## src/rtl/pwm_pkg.sv

```systemverilog
package pwm_pkg;

    localparam int NUM_CH  = 4;
    localparam int IDX_W   = $clog2(NUM_CH);
    localparam int SCALE_W = 4;
    localparam int ADDR_W  = 8;
    localparam int DATA_W  = 32;

    localparam logic [ADDR_W-1:0] OFF_CTRL   = 8'h00;
    localparam logic [ADDR_W-1:0] OFF_COUNT  = 8'h08;
    localparam logic [ADDR_W-1:0] OFF_SCALED = 8'h10;
    localparam logic [3:0]        CMP_PAGE   = 4'h2;

    typedef enum logic [2:0] {
        SEL_NONE,
        SEL_CTRL,
        SEL_COUNT,
        SEL_SCALED,
        SEL_CMP
    } reg_sel_e;

    typedef struct packed {
        logic [NUM_CH-1:0]  gang;
        logic [NUM_CH-1:0]  center;
        logic               run_once;
        logic               run_always;
        logic               deglitch;
        logic               zero_cmp;
        logic               sticky;
        logic [SCALE_W-1:0] scale;
    } pwm_ctrl_t;

    function automatic reg_sel_e decode_addr(input logic [ADDR_W-1:0] a);
        reg_sel_e s;
        if (a[1:0] != 2'b00)            s = SEL_NONE;
        else if (a == OFF_CTRL)         s = SEL_CTRL;
        else if (a == OFF_COUNT)        s = SEL_COUNT;
        else if (a == OFF_SCALED)       s = SEL_SCALED;
        else if (a[7:4] == CMP_PAGE)    s = SEL_CMP;
        else                            s = SEL_NONE;
        return s;
    endfunction

    function automatic logic [DATA_W-1:0] ctrl_pack(input pwm_ctrl_t c,
                                                    input logic [NUM_CH-1:0] flags);
        logic [DATA_W-1:0] w;
        w        = '0;
        w[3:0]   = c.scale;
        w[8]     = c.sticky;
        w[9]     = c.zero_cmp;
        w[10]    = c.deglitch;
        w[12]    = c.run_always;
        w[13]    = c.run_once;
        w[19:16] = c.center;
        w[27:24] = c.gang;
        w[31:28] = flags;
        return w;
    endfunction

    function automatic pwm_ctrl_t ctrl_unpack(input logic [DATA_W-1:0] w);
        pwm_ctrl_t c;
        c.scale      = w[3:0];
        c.sticky     = w[8];
        c.zero_cmp   = w[9];
        c.deglitch   = w[10];
        c.run_always = w[12];
        c.run_once   = w[13];
        c.center     = w[19:16];
        c.gang       = w[27:24];
        return c;
    endfunction

endpackage

```

## src/rtl/pwm_regs.sv

```systemverilog
module pwm_regs
    import pwm_pkg::*;
#(
    parameter int CMP_W = 16,
    parameter int CNT_W = CMP_W + 15
) (
    input  logic                         clk,
    input  logic                         rst,
    input  logic                         wen,
    input  logic [ADDR_W-1:0]            addr,
    input  logic [DATA_W-1:0]            wdata,
    input  logic                         once_done,
    input  logic [CNT_W-1:0]             cnt,
    input  logic [CMP_W-1:0]             scaled,
    input  logic [NUM_CH-1:0]            flags,
    output pwm_ctrl_t                    ctrl,
    output logic [NUM_CH-1:0][CMP_W-1:0] cmp,
    output logic                         cnt_load,
    output logic [DATA_W-1:0]            rdata
);

    reg_sel_e         sel;
    logic [IDX_W-1:0] idx;

    assign sel      = decode_addr(addr);
    assign idx      = addr[IDX_W+1:2];
    assign cnt_load = wen && (sel == SEL_COUNT);

    // Control word: software write wins over the hardware single-period clear
    always_ff @(posedge clk) begin
        if (rst) begin
            ctrl <= '0;
        end else if (wen && sel == SEL_CTRL) begin
            ctrl <= ctrl_unpack(wdata);
        end else if (once_done) begin
            ctrl.run_once <= 1'b0;
        end
    end

    for (genvar g = 0; g < NUM_CH; g++) begin : g_cmp
        always_ff @(posedge clk) begin
            if (rst) begin
                cmp[g] <= '0;
            end else if (wen && sel == SEL_CMP && idx == IDX_W'(g)) begin
                cmp[g] <= wdata[CMP_W-1:0];
            end
        end
    end

    always_comb begin
        case (sel)
            SEL_CTRL:   rdata = ctrl_pack(ctrl, flags);
            SEL_COUNT:  rdata = DATA_W'(cnt);
            SEL_SCALED: rdata = DATA_W'(scaled);
            SEL_CMP:    rdata = DATA_W'(cmp[idx]);
            default:    rdata = '0;
        endcase
    end

endmodule

```

## src/rtl/pwm_counter.sv

```systemverilog
module pwm_counter
    import pwm_pkg::*;
#(
    parameter int CMP_W = 16,
    parameter int CNT_W = CMP_W + 15
) (
    input  logic               clk,
    input  logic               rst,
    input  logic [SCALE_W-1:0] scale,
    input  logic               run_en,
    input  logic               restart_en,
    input  logic [CMP_W-1:0]   period,
    input  logic               load,
    input  logic [CNT_W-1:0]   load_val,
    output logic [CNT_W-1:0]   cnt_q,
    output logic [CMP_W-1:0]   scaled,
    output logic               wrap
);

    logic [CNT_W-1:0] cnt_inc;
    logic [CMP_W-1:0] scaled_inc;

    assign cnt_inc    = cnt_q + CNT_W'(1);
    // Window of CMP_W bits starting at the scale position; CNT_W leaves room for the largest shift
    assign scaled     = cnt_q[scale +: CMP_W];
    assign scaled_inc = cnt_inc[scale +: CMP_W];
    assign wrap       = run_en && restart_en && (scaled_inc == period);

    always_ff @(posedge clk) begin
        if (rst) begin
            cnt_q <= '0;
        end else if (load) begin
            cnt_q <= load_val;
        end else if (wrap) begin
            cnt_q <= '0;
        end else if (run_en) begin
            cnt_q <= cnt_inc;
        end
    end

endmodule

```

## src/rtl/pwm_channel.sv

```systemverilog
module pwm_channel #(
    parameter int CMP_W = 16
) (
    input  logic [CMP_W-1:0] scaled,
    input  logic [CMP_W-1:0] cmp_val,
    output logic             at_or_above,
    output logic             equal
);

    assign at_or_above = (scaled >= cmp_val);
    assign equal       = (scaled == cmp_val);

endmodule

```

## src/rtl/pwm_timer.sv

```systemverilog
module pwm_timer
    import pwm_pkg::*;
#(
    parameter int CMP_W = 16
) (
    input  logic                 clk,
    input  logic                 rst,
    input  logic                 bus_wen,
    input  logic [ADDR_W-1:0]    bus_addr,
    input  logic [DATA_W-1:0]    bus_wdata,
    output logic [DATA_W-1:0]    bus_rdata,
    output logic [NUM_CH-1:0]    match_o,
    output logic [NUM_CH-1:0]    pwm_o
);

    localparam int CNT_W = CMP_W + 15;

    pwm_ctrl_t                    ctrl;
    logic [NUM_CH-1:0][CMP_W-1:0] cmp;
    logic                         cnt_load;
    logic [CNT_W-1:0]             cnt;
    logic [CMP_W-1:0]             scaled;
    logic                         wrap;
    logic                         run_en;
    logic                         once_done;
    logic [NUM_CH-1:0]            above;
    logic [NUM_CH-1:0]            equal;

    assign run_en    = ctrl.run_always | ctrl.run_once;
    assign once_done = wrap & ctrl.run_once;

    pwm_regs #(.CMP_W(CMP_W), .CNT_W(CNT_W)) u_regs (
        .clk       (clk),
        .rst       (rst),
        .wen       (bus_wen),
        .addr      (bus_addr),
        .wdata     (bus_wdata),
        .once_done (once_done),
        .cnt       (cnt),
        .scaled    (scaled),
        .flags     (above),
        .ctrl      (ctrl),
        .cmp       (cmp),
        .cnt_load  (cnt_load),
        .rdata     (bus_rdata)
    );

    pwm_counter #(.CMP_W(CMP_W), .CNT_W(CNT_W)) u_cnt (
        .clk        (clk),
        .rst        (rst),
        .scale      (ctrl.scale),
        .run_en     (run_en),
        .restart_en (ctrl.zero_cmp | ctrl.run_once),
        .period     (cmp[0]),
        .load       (cnt_load),
        .load_val   (CNT_W'(bus_wdata)),
        .cnt_q      (cnt),
        .scaled     (scaled),
        .wrap       (wrap)
    );

    for (genvar g = 0; g < NUM_CH; g++) begin : g_ch
        pwm_channel #(.CMP_W(CMP_W)) u_ch (
            .scaled      (scaled),
            .cmp_val     (cmp[g]),
            .at_or_above (above[g]),
            .equal       (equal[g])
        );
        if (g == 0) begin : g_period
            assign match_o[g] = wrap;
        end else begin : g_duty
            assign match_o[g] = equal[g];
        end
    end

    assign pwm_o = above;

endmodule

```

## config.mk

```make
export PLATFORM = sky130hd
export DESIGN_NAME = pwm_timer
export DESIGN_NICKNAME = d
export VERILOG_FILES = /design/src/rtl/pwm_pkg.sv /design/src/rtl/pwm_regs.sv /design/src/rtl/pwm_counter.sv /design/src/rtl/pwm_channel.sv /design/src/rtl/pwm_timer.sv
export SDC_FILE = /design/constraint.sdc
export NUM_CORES = 1
export LEC_CHECK = 0
export BUFFER_PORTS_ARGS = -buffer_cell sky130_fd_sc_hd__clkbuf_2
export CORE_ASPECT_RATIO = 1.75
export CORE_MARGIN = 2
export CORE_UTILIZATION = 29
export DETAILED_ROUTE_END_ITERATION = 8
export PLACE_DENSITY = 0.43
export SLEW_MARGIN = 20
export SYNTH_ARGS = -nofsm -noshare
export SYNTH_HDL_FRONTEND = slang
export SYNTH_HIERARCHICAL = 1
export SYNTH_SLANG_ARGS = --single-unit
```

## constraint.sdc

```tcl
create_clock -name clk -period 11.67 [get_ports clk]
set_input_delay 1.167 -clock clk [delete_from_list [all_inputs] [get_ports clk]]
set_output_delay 1.167 -clock clk [all_outputs]
set_load 0.02 [all_outputs]
```

==> summary.md <==
| Metric | Value |
|---|---|
| Status | completed |
| Worst Hold Launch | u_regs/ctrl[14]$_SDFFE_PP0P_ |
| RSZ-0062 raised after global routing | false |
| Final ANT Viol Nets | 0 |
| Width of the die | between 150 and 200 microns |
| TritonCTS Buffers | 9 |
| Fin. max-slew vios | 0 |
| Die area | between 40000 and 50000 sq um |
| Standard-cell rows | just under 100 |
| Worst setup EP type | output pin |
| CP arrival | between 6 and 7 ns |
| Synth warn | 6 |
| Vias per cell | about 6 |
| Final Hold Viols | 0 |
| DR vias | around 12000 |
| Placed cell count | 2033 |
| Gp weighted congestion | about 0.98 |
| Total number of H-tree levels | 3 |
| Fmax | 134.6 MHz |
| Worst hold path depth | 2 |
| Final setup fails | 0 |
| CP max-delay cell | o31ai_1 |
| Critical Path RT | around 11 ns |
| Initial antenna violation count | 0 |
| Reg2Reg Depth | 13 |
| Minimum clock period | roughly 7.4 ns |
| Pwr dens | about 65 nW/um^2 |
| Initial DRT Pass Iterations | 5 |
| TritonCTS clock tree | yes |
| Hold Path End | u_regs/ctrl[14]$_SDFFE_PP0P_ |
| Crit Path Max Fanout | 13 |
| Clock Pin Slew Worst Setup and Hold Paths | roughly 0.090 ns |
| Share of cells above drive strength 1 | 0.1345 |
| Final WL | around 55000 microns |
| Overflow after GRT | 0 |
| WL/cell | ~27 microns |
| Die height | between 200 and 300 microns |
| R2r endpoint | u_cnt/cnt_q[0]$_SDFFE_PP0P_ |
| Slew headroom | 0.1900 |
| Net count after synthesis | approximately 1700 |
| Kind of start point of the critical path | flop |
| CORE AREA | 39810 sq um |
| Critical path buffers and inverters | 3 |
| Global-route wire length before repair | between 70000 and 80000 microns |
| Delay-heaviest family, CP | simple AND/OR/NAND/NOR gates |
| CTS sink count | 112 |
| Layout Nets | around 1700 |
| Initial DRC count | 880 |
| Fin crit share | 0.6367 |
| TNS Setup | 0 ns |
| Post-Layout Cell Count | about 2000 |
| Gr usage total | 0.2585 |
| Layout area overhead | 8.897% |
| Netlist Area Pre-Place | 11620 sq um |
| Crit Path Category | flop to output pin |
| Root Buffer | clkbuf_16 |
| Skew-Pair Late Insertion Delay | 0.39 ns |
| Worst slew pin tran | 1.202 ns |
| R2r startpoint | u_cnt/cnt_q[2]$_SDFFE_PP0P_ |
| Peak VDD IR | between 0.00007 and 0.00008 V |
| Hold buffers post-CTS | 0 |
| Post-cts resize count | 0 |
| CP peak stage delay | around 0.94 ns |
| DRC Markers | 0 |
| Syn avg cell area | around 7.4 sq um |
| Max cap viols | 0 |
| Port Buffers | roughly 80 |
| Crit-path cells | buf_4, nand4_1, or3_1, o31ai_1, nand2_1, o22ai_1, a211oi_1, xor2_1, o21ai_0, nor4_1, nand3_1, nor4_2, buf_4, clkbuf_2 |
| Largest net degree at the start of global routing | 67 |
| Post-CTS setup buffer count | 0 |
| Worst Hold Class | flop to flop |
| Initial core utilization | 0.2918 |
| Reg2Reg Setup Slack | approximately 5.5 ns |
| # IOs | 83 |
| Top cell by count, worst path | buf_4 |
| Clock skew | about 0.017 ns |
| Max Root-Sink Buffers | 2 |
| Final HPWL DP | around 42000 microns |
| Vias in the first global route | 11930 |
| Leak | about 4.4 nW |
| Mapped Cells | around 1600 |
## worst min-delay path, cell delays in order, from the launching register on
cell     delay, ns
dfxtp_1       0.32
nand2_1       0.05
a21oi_1       0.05
## state kept, by name, indices dropped and copies added (netlist names)
| signal | cells |
|---|---|
| u_regs/cmp | 64 |
| u_regs/ctrl | 17 |
| u_cnt/cnt_q | 31 |
## per-stage QoR
| step | power, mW | hold slack [ns] | util | setup WS (ns) | cell area [sq um] |
|---|---|---|---|---|---|
| after floorplan | 0.4394 | 0.4362 | - | 5.940 | 11620 |
| after global placement | 0.4729 | 0.4421 | 0.3092 | 4.513 | 12310 |
| after detailed placement | 0.4733 | 0.4466 | 0.3096 | 4.898 | 12320 |
| after CTS | 0.8314 | 0.4597 | 0.3177 | 4.444 | 12650 |
| after global routing | 0.8480 | 0.4828 | 0.3177 | 4.075 | 12650 |
| final | 0.8214 | 0.4609 | 0.3178 | 4.239 | 12650 |
## where the power goes
| part | switching, mW | leakage [nW] | internal [mW] | total [mW] |
|---|---|---|---|---|
| Sequential | 0.00356 | 0.904 | 0.383 | 0.386 |
| Clock | 0.183 | 0.157 | 0.174 | 0.357 |
| Combinational | 0.0537 | 3.34 | 0.0246 | 0.0783 |
| Total | 0.240 | 4.40 | 0.581 | 0.821 |
## layout by cell type (no fill, tap or decap), types with 26 or more instances in the layout
cell and n:
nor2_1 143, dfxtp_1 109, buf_4 29, nand3_1 26
nand2_1 176, mux2_2 32, o21ai_0 55, nand4_1 35
ha_1 65, a21oi_1 134, nor3b_1 27, inv_1 81
mux2i_1 85, nor3_1 36, clkbuf_2 80
## worst max path at each step
stage | start | to | slack [ns] | depth (start not counted)
after floorplan | u_regs/ctrl[1]$_SDFFE_PP0P_ | bus_rdata[29] | 5.94 | 16
after global placement | u_cnt/cnt_q[3]$_SDFFE_PP0P_ | match_o[0] | 4.51 | 14
after detailed placement | u_cnt/cnt_q[4]$_SDFFE_PP0P_ | match_o[0] | 4.90 | 13
after CTS | u_cnt/cnt_q[3]$_SDFFE_PP0P_ | match_o[0] | 4.44 | 14
after global routing | u_cnt/cnt_q[2]$_SDFFE_PP0P_ | match_o[0] | 4.07 | 13
final | u_cnt/cnt_q[2]$_SDFFE_PP0P_ | match_o[0] | 4.24 | 14
## layer usage
| layer | global-route usage | vias to the layer above | wire [microns] |
|---|---|---|---|
| li1 | - | 5720 | - |
| met1 | 0.2658 | 5969 | 19620 |
| met2 | 0.4695 | 384 | 28230 |
| met3 | 0.02668 | 176 | 1769 |
| met4 | 0.2157 | 0 | 5206 |
| met5 | 0 | - | 0 |
## cell type report
cell class | instances | area (sq um)
fillers | 4367 | 27160
multi-input cells | 1235 | 8531
flip-flops and latches | 112 | 2248
well taps | 495 | 619.3
repair buffers | 109 | 618.1
inverters | 82 | 307.8
clock buffers | 9 | 225.2
clock inverters | 7 | 97.59
diodes | 1 | 2.502
Note: power is estimated with default switching activity, not from simulation.
